**src/rtl/ssp_pkg.sv**
```systemverilog
package ssp_pkg;
  typedef enum logic [1:0] {
    RESP_OKAY   = 2'b00,
    RESP_SLVERR = 2'b10
  } resp_e;

  // en is bit 1, sin is bit 0 of the control word
  typedef struct packed {
    logic en;
    logic sin;
  } ctrl_t;
endpackage

```
**src/rtl/ssp_wr_port.sv**
```systemverilog
module ssp_wr_port
  import ssp_pkg::*;
#(
  parameter int unsigned ADDR_W   = 8,
  parameter int unsigned DATA_W   = 32,
  parameter int unsigned CTRL_OFF = 0
) (
  input  logic              clk_i,
  input  logic              rst_ni,
  input  logic              aw_valid_i,
  input  logic [ADDR_W-1:0] aw_addr_i,
  output logic              aw_ready_o,
  input  logic              w_valid_i,
  input  logic [DATA_W-1:0] w_data_i,
  output logic              w_ready_o,
  output logic              b_valid_o,
  output logic [1:0]        b_resp_o,
  input  logic              b_ready_i,
  output ctrl_t             ctrl_o
);
  logic  b_valid_q;
  resp_e b_resp_q;
  ctrl_t ctrl_q;
  logic  wr_go, ctrl_hit;
  logic  unused_wdata;

  assign unused_wdata = ^w_data_i[DATA_W-1:2];

  // accept only with address and data together; slot frees as response leaves
  assign wr_go    = aw_valid_i & w_valid_i & (~b_valid_q | b_ready_i);
  assign ctrl_hit = (aw_addr_i == ADDR_W'(CTRL_OFF));

  always_ff @(posedge clk_i or negedge rst_ni) begin
    if (!rst_ni) begin
      b_valid_q <= 1'b0;
      b_resp_q  <= RESP_OKAY;
      ctrl_q    <= '0;
    end else if (wr_go) begin
      b_valid_q <= 1'b1;
      b_resp_q  <= ctrl_hit ? RESP_OKAY : RESP_SLVERR;
      if (ctrl_hit) begin
        ctrl_q.sin <= w_data_i[0];
        ctrl_q.en  <= w_data_i[1];
      end
    end else if (b_ready_i) begin
      b_valid_q <= 1'b0;
    end
  end

  assign aw_ready_o = wr_go;
  assign w_ready_o  = wr_go;
  assign b_valid_o  = b_valid_q;
  assign b_resp_o   = b_resp_q;
  assign ctrl_o     = ctrl_q;

  p_b_hold_r8: assert property (@(posedge clk_i) disable iff (!rst_ni)
    (b_valid_o && !b_ready_i) |=> (b_valid_o && $stable(b_resp_o)));

  p_ctrl_keep_r7: assert property (@(posedge clk_i) disable iff (!rst_ni)
    (aw_valid_i && w_valid_i && !ctrl_hit) |=> $stable(ctrl_o));

  p_err_code_r7: assert property (@(posedge clk_i) disable iff (!rst_ni)
    (aw_ready_o && !ctrl_hit) |=> (b_valid_o && b_resp_o == RESP_SLVERR));
endmodule

```
**src/rtl/ssp_shift_core.sv**
```systemverilog
module ssp_shift_core #(
  parameter int unsigned SR_W = 4
) (
  input  logic            clk_i,
  input  logic            rst_ni,
  input  logic            en_i,
  input  logic            sin_i,
  output logic [SR_W-1:0] data_o
);
  logic [SR_W-1:0] sr_q, sr_d, data_q;

  for (genvar i = 0; i < SR_W; i++) begin : g_bit
    if (i == 0) begin : g_lsb
      assign sr_d[i] = en_i ? sin_i : sr_q[i];
    end else begin : g_upper
      assign sr_d[i] = en_i ? sr_q[i-1] : sr_q[i];
    end
  end

  always_ff @(posedge clk_i or negedge rst_ni) begin
    if (!rst_ni) begin
      sr_q   <= '0;
      data_q <= '0;
    end else begin
      sr_q   <= sr_d;
      data_q <= sr_q;
    end
  end

  assign data_o = data_q;

  p_hold_r3: assert property (@(posedge clk_i) disable iff (!rst_ni)
    !en_i |=> $stable(sr_q));

  p_lsb_in_r3: assert property (@(posedge clk_i) disable iff (!rst_ni)
    en_i |=> (sr_q[0] == $past(sin_i)));

  p_capture_lag_r4: assert property (@(posedge clk_i) disable iff (!rst_ni)
    en_i |=> ##1 (data_o[0] == $past(sin_i, 2)));
endmodule

```
**src/rtl/ssp_rd_port.sv**
```systemverilog
module ssp_rd_port
  import ssp_pkg::*;
#(
  parameter int unsigned ADDR_W   = 8,
  parameter int unsigned DATA_W   = 32,
  parameter int unsigned SR_W     = 4,
  parameter int unsigned CTRL_OFF = 0,
  parameter int unsigned DATA_OFF = 4
) (
  input  logic              clk_i,
  input  logic              rst_ni,
  input  logic              ar_valid_i,
  input  logic [ADDR_W-1:0] ar_addr_i,
  output logic              ar_ready_o,
  output logic              r_valid_o,
  output logic [DATA_W-1:0] r_data_o,
  output logic [1:0]        r_resp_o,
  input  logic              r_ready_i,
  input  ctrl_t             ctrl_i,
  input  logic [SR_W-1:0]   data_i
);
  logic              r_valid_q, rd_go;
  logic [DATA_W-1:0] r_data_q, rd_word;
  resp_e             r_resp_q, rd_resp;

  assign ar_ready_o = ~r_valid_q | r_ready_i;
  assign rd_go      = ar_valid_i & ar_ready_o;

  always_comb begin
    rd_word = '0;
    rd_resp = RESP_OKAY;
    if (ar_addr_i == ADDR_W'(CTRL_OFF)) begin
      rd_word[1:0] = {ctrl_i.en, ctrl_i.sin};
    end else if (ar_addr_i == ADDR_W'(DATA_OFF)) begin
      rd_word[SR_W-1:0] = data_i;
    end else begin
      rd_resp = RESP_SLVERR;
    end
  end

  always_ff @(posedge clk_i or negedge rst_ni) begin
    if (!rst_ni) begin
      r_valid_q <= 1'b0;
      r_data_q  <= '0;
      r_resp_q  <= RESP_OKAY;
    end else if (rd_go) begin
      r_valid_q <= 1'b1;
      r_data_q  <= rd_word;
      r_resp_q  <= rd_resp;
    end else if (r_ready_i) begin
      r_valid_q <= 1'b0;
    end
  end

  assign r_valid_o = r_valid_q;
  assign r_data_o  = r_data_q;
  assign r_resp_o  = r_resp_q;

  p_r_hold_r8: assert property (@(posedge clk_i) disable iff (!rst_ni)
    (r_valid_o && !r_ready_i) |=> (r_valid_o && $stable(r_data_o) && $stable(r_resp_o)));

  p_err_zero_r6: assert property (@(posedge clk_i) disable iff (!rst_ni)
    (r_valid_o && r_resp_o == RESP_SLVERR) |-> (r_data_o == '0));

  p_ctrl_upper_zero_r2: assert property (@(posedge clk_i) disable iff (!rst_ni)
    (r_valid_o && r_resp_o == RESP_OKAY) |-> (r_data_o[DATA_W-1:SR_W] == '0));
endmodule

```
**src/rtl/serial_shift_periph.sv**
```systemverilog
module serial_shift_periph
  import ssp_pkg::*;
#(
  parameter int unsigned ADDR_W   = 8,
  parameter int unsigned DATA_W   = 32,
  parameter int unsigned SR_W     = 4,
  parameter int unsigned CTRL_OFF = 0,
  parameter int unsigned DATA_OFF = 4
) (
  input  logic              clk_i,
  input  logic              rst_ni,
  input  logic              aw_valid_i,
  input  logic [ADDR_W-1:0] aw_addr_i,
  output logic              aw_ready_o,
  input  logic              w_valid_i,
  input  logic [DATA_W-1:0] w_data_i,
  output logic              w_ready_o,
  output logic              b_valid_o,
  output logic [1:0]        b_resp_o,
  input  logic              b_ready_i,
  input  logic              ar_valid_i,
  input  logic [ADDR_W-1:0] ar_addr_i,
  output logic              ar_ready_o,
  output logic              r_valid_o,
  output logic [DATA_W-1:0] r_data_o,
  output logic [1:0]        r_resp_o,
  input  logic              r_ready_i
);
  ctrl_t           ctrl;
  logic [SR_W-1:0] data_word;

  ssp_wr_port #(
    .ADDR_W(ADDR_W), .DATA_W(DATA_W), .CTRL_OFF(CTRL_OFF)
  ) u_wr (
    .clk_i, .rst_ni,
    .aw_valid_i, .aw_addr_i, .aw_ready_o,
    .w_valid_i, .w_data_i, .w_ready_o,
    .b_valid_o, .b_resp_o, .b_ready_i,
    .ctrl_o(ctrl)
  );

  ssp_shift_core #(.SR_W(SR_W)) u_core (
    .clk_i, .rst_ni,
    .en_i(ctrl.en), .sin_i(ctrl.sin),
    .data_o(data_word)
  );

  ssp_rd_port #(
    .ADDR_W(ADDR_W), .DATA_W(DATA_W), .SR_W(SR_W),
    .CTRL_OFF(CTRL_OFF), .DATA_OFF(DATA_OFF)
  ) u_rd (
    .clk_i, .rst_ni,
    .ar_valid_i, .ar_addr_i, .ar_ready_o,
    .r_valid_o, .r_data_o, .r_resp_o, .r_ready_i,
    .ctrl_i(ctrl), .data_i(data_word)
  );

  p_aw_w_pair_r8: assert property (@(posedge clk_i) disable iff (!rst_ni)
    aw_ready_o |-> (aw_valid_i && w_valid_i && w_ready_o));
endmodule

```
**config.mk**
```make
export PLATFORM = sky130hd
export DESIGN_NAME = serial_shift_periph
export DESIGN_NICKNAME = d
export VERILOG_FILES = /design/src/rtl/ssp_pkg.sv /design/src/rtl/ssp_wr_port.sv /design/src/rtl/ssp_shift_core.sv /design/src/rtl/ssp_rd_port.sv /design/src/rtl/serial_shift_periph.sv
export SDC_FILE = /design/constraint.sdc
export NUM_CORES = 1
export LEC_CHECK = 0
export BUFFER_PORTS_ARGS = -buffer_cell sky130_fd_sc_hd__buf_2
export CAP_MARGIN = 20
export CORE_ASPECT_RATIO = 1.25
export CORE_MARGIN = 1
export CORE_UTILIZATION = 35
export CTS_CLUSTER_SIZE = 20
export DETAILED_ROUTE_END_ITERATION = 12
export GPL_ROUTABILITY_DRIVEN = 0
export GPL_TIMING_DRIVEN = 0
export PLACE_DENSITY = 0.89
export SLEW_MARGIN = 30
export SYNTH_ARGS = -nofsm -noshare
export SYNTH_HDL_FRONTEND = slang
export SYNTH_SLANG_ARGS = --single-unit
```
**constraint.sdc**
```tcl
create_clock -name clk_i -period 1.6 [get_ports clk_i]
set_clock_uncertainty 0.1 [all_clocks]
set_input_delay 0.32 -clock clk_i [delete_from_list [all_inputs] [get_ports clk_i]]
set_output_delay 0.32 -clock clk_i [all_outputs]
set_load 0.01 [all_outputs]
```
==> qor.csv <==
metric,value,unit
run status,finished clean,
Main synth FF type,sky130_fd_sc_hd__dfrtp_1,
clock edge transition at the registers on the reported setup and hold paths,0.09,ns
Cell variety after synth,21,
Worst Path Required,1.67,ns
RSZ-0062 raised after global routing,false,
Post-Place Setup Slack,-0.240,ns
cell chosen for the clock root,sky130_fd_sc_hd__clkbuf_4,
total CTS buffers,3,
total via count after detailed routing,728,
fraction of registers with async set or reset after synthesis,100,%
warnings from Yosys,0,
TritonCTS clock tree,built,
path category of the worst min-delay check,input port to flip-flop,
number of H-tree levels,1,
count of placed standard cells including taps,182,
area share of the leading cell type in the synthesized netlist,46.3,%
reported leakage power,0.780,nW
clock network fraction of design power,28.6,%
leftover overflow at the end of global routing,0,
signal arrival time at the worst endpoint,1.60,ns
total area of multi-input combinational cells,405,sq um
number of enable flip-flop cells after synthesis,0,
top-level port count,96,
vias in the first global route,678,
synthesized flop and latch total,18,
global-route wire length before repair,2750,um
Synth Area per Inst,11.6,sq um
number of detailed-routing iterations run before antenna repair,3,
top-count cell post-synth,sky130_fd_sc_hd__buf_4,
PD cells,664,nW/um^2
clock sink count,18,
switching part of the total power,23.3,%
largest net degree at the start of global routing,19,
critical path capture point type,flip-flop,
kind of start point of the critical path,input port,
die width,49.1,um
class of the most critical setup path,input port to flip-flop,
"Min Clock Period, post-route",1.53,ns
area of the placeable core,2650,sq um
sequential fraction of design power,51.3,%
worst setup slack after layout,0.0712,ns
post-synthesis cell area,972,sq um
proportion of layout cells with a drive suffix above 1,55.2,%
starting utilization of the core area,36.6,%
relative contribution of combinational cells to total power,20.1,%
internal power,0.000695,W
count of nets after finishing,210,
final routed wirelength across all metal layers,1680,um
register area,450,sq um
diode count,0,
area overhead of the layout relative to synthesis,40.5,%
register area share after synthesis,46.3,%
Peak VDD IR,0.350,mV
f_max,0.654,GHz
detail-routed via count per cell,3.87,
commonest cells in the netlist,"31 x sky130_fd_sc_hd__buf_4, 18 x sky130_fd_sc_hd__dfrtp_1, 7 x sky130_fd_sc_hd__mux2_2",
GRT Overall Usage,12.4,%
Layout Cells excl Fill,188,
# rows,21,
die height,60.9,um
Yosys top cell by area,sky130_fd_sc_hd__dfrtp_1,
fillcell total,239,
number of endpoints with negative hold slack in the final report,0,
Mapped Cells,84,
Finish-stage setup viols,0,
final routed DRC violation total,0,
net switching power figure,0.000212,W
maximum fanout encountered on the critical timing path,3,
iteration-0 DRC count of the detailed router,9,
ranking of synthesized cells by area,"sky130_fd_sc_hd__dfrtp_1 46%, sky130_fd_sc_hd__buf_4 24%, sky130_fd_sc_hd__mux2_2 8.1%",
count of pins over their slew limit,0,
initial antenna violation count,0,
CTS max path bufs,2,
# port buffers,35,
average routed wire per standard cell,8.93,um
"Period Utilization, post-route",95.6,%
reported max-cap violation count,0,
antenna violation net count after detailed routing,0,
Util after Layout,51.5,%
clk_lat worst skew,0.28,ns
Total Die Area,2990,sq um
## path summary, 6_finish.rpt
kind / from / to / slack (ns) / cells after the start
hold / removal: w_data_i[0] / u_wr.ctrl_o[0]$_DFFE_PN0P_ / 0.17 / 2
max in group asynchronous: rst_ni / u_core.data_o[3]$_DFF_PN0_ / 0.75 / 2
hold reg to reg: u_core.sr_q[3]$_DFFE_PN0P_ / u_core.data_o[3]$_DFF_PN0_ / 0.28 / 0
setup reg to reg: u_wr.b_valid_o$_DFFE_PN0P_ / u_wr.ctrl_o[1]$_DFFE_PN0P_ / 0.17 / 3
setup / recovery: aw_addr_i[0] / u_wr.ctrl_o[1]$_DFFE_PN0P_ / 0.07 / 4
min in group asynchronous: rst_ni / u_rd.r_data_o[2]$_DFFE_PN0P_ / 0.38 / 2
## cells in the final DEF (no fill, tap or decap), drive strengths merged, types with 3 or more instances in the layout
cell type  count
conb          30
nand2          4
buf           67
nand2b         3
clkbuf         4
mux2           9
dfrtp         18
## metal layers
metal	routed length [um]	GRT usage, %
met2	850	23.9
met1	555	11.1
met4	0	5.04
met3	272	6.02
met5	0	0
## timing repair
action | in CTS | in global routing
hold endpoints to repair | 18 | 0
hold buffers | 1 | 0
setup buffers | 1 | 1
endpoints found under the setup margin | 1 | 1
gates resized for setup | 1 | 2
pin swaps | 1 | 1
## worst max-delay path, stage by stage
cell,delay (ns)
sky130_fd_sc_hd__buf_2,0.10
sky130_fd_sc_hd__or4_4,0.53
sky130_fd_sc_hd__nor4_4,0.32
sky130_fd_sc_hd__mux2_4,0.33
## registers in the layout (all words and copies together), names as in the netlist
name,flops
u_core.sr_q,4
u_rd.r_valid_o,1
u_wr.b_valid_o,1
u_rd.r_resp_o,1
u_wr.ctrl_o,2
u_wr.b_resp_o,1
u_core.data_o,4
u_rd.r_data_o,4
## cell families after synthesis
family,Yosys count,synth area share (%)
DFF,18,46.3
muxes,9,11.2
buffers and inverters,31,23.9
AOI/OAI and AO/OA,5,4.51
other,1,0.386
and+or+nand+nor,20,13.6
## power by group through the flow
stage	logic [W]	clock network [W]	registers (W)
floorplan	0.000113	0	0.000476
global placement	0.000167	0	0.000474
CTS	0.000177	0.000278	0.000465
finish	0.000182	0.000259	0.000465
global route	0.000201	0.000297	0.000467
detailed placement	0.000169	0	0.000474
## area by class of cell
| class | count | area share (%) |
|---|---|---|
| multi-input cells | 64 | 29.7 |
| well taps | 34 | 3.11 |
| repair buffers | 38 | 15.1 |
| flip-flops and latches | 18 | 33.0 |
| plain buffers | 30 | 16.5 |
| clock buffers | 4 | 2.66 |
## stage by stage
stage	hold slack, ns	total power, W	area [sq um]	TNS, ns
after floorplan	-0.0756	0.000589	1080	-0.180
after global placement	0.160	0.000642	1300	-0.436
after detailed placement	0.163	0.000643	1300	-0.492
after CTS	0.157	0.000920	1360	0
after global routing	0.150	0.000965	1370	0
final	0.169	0.000907	1370	0
Note: power is estimated with default switching activity, not from simulation.
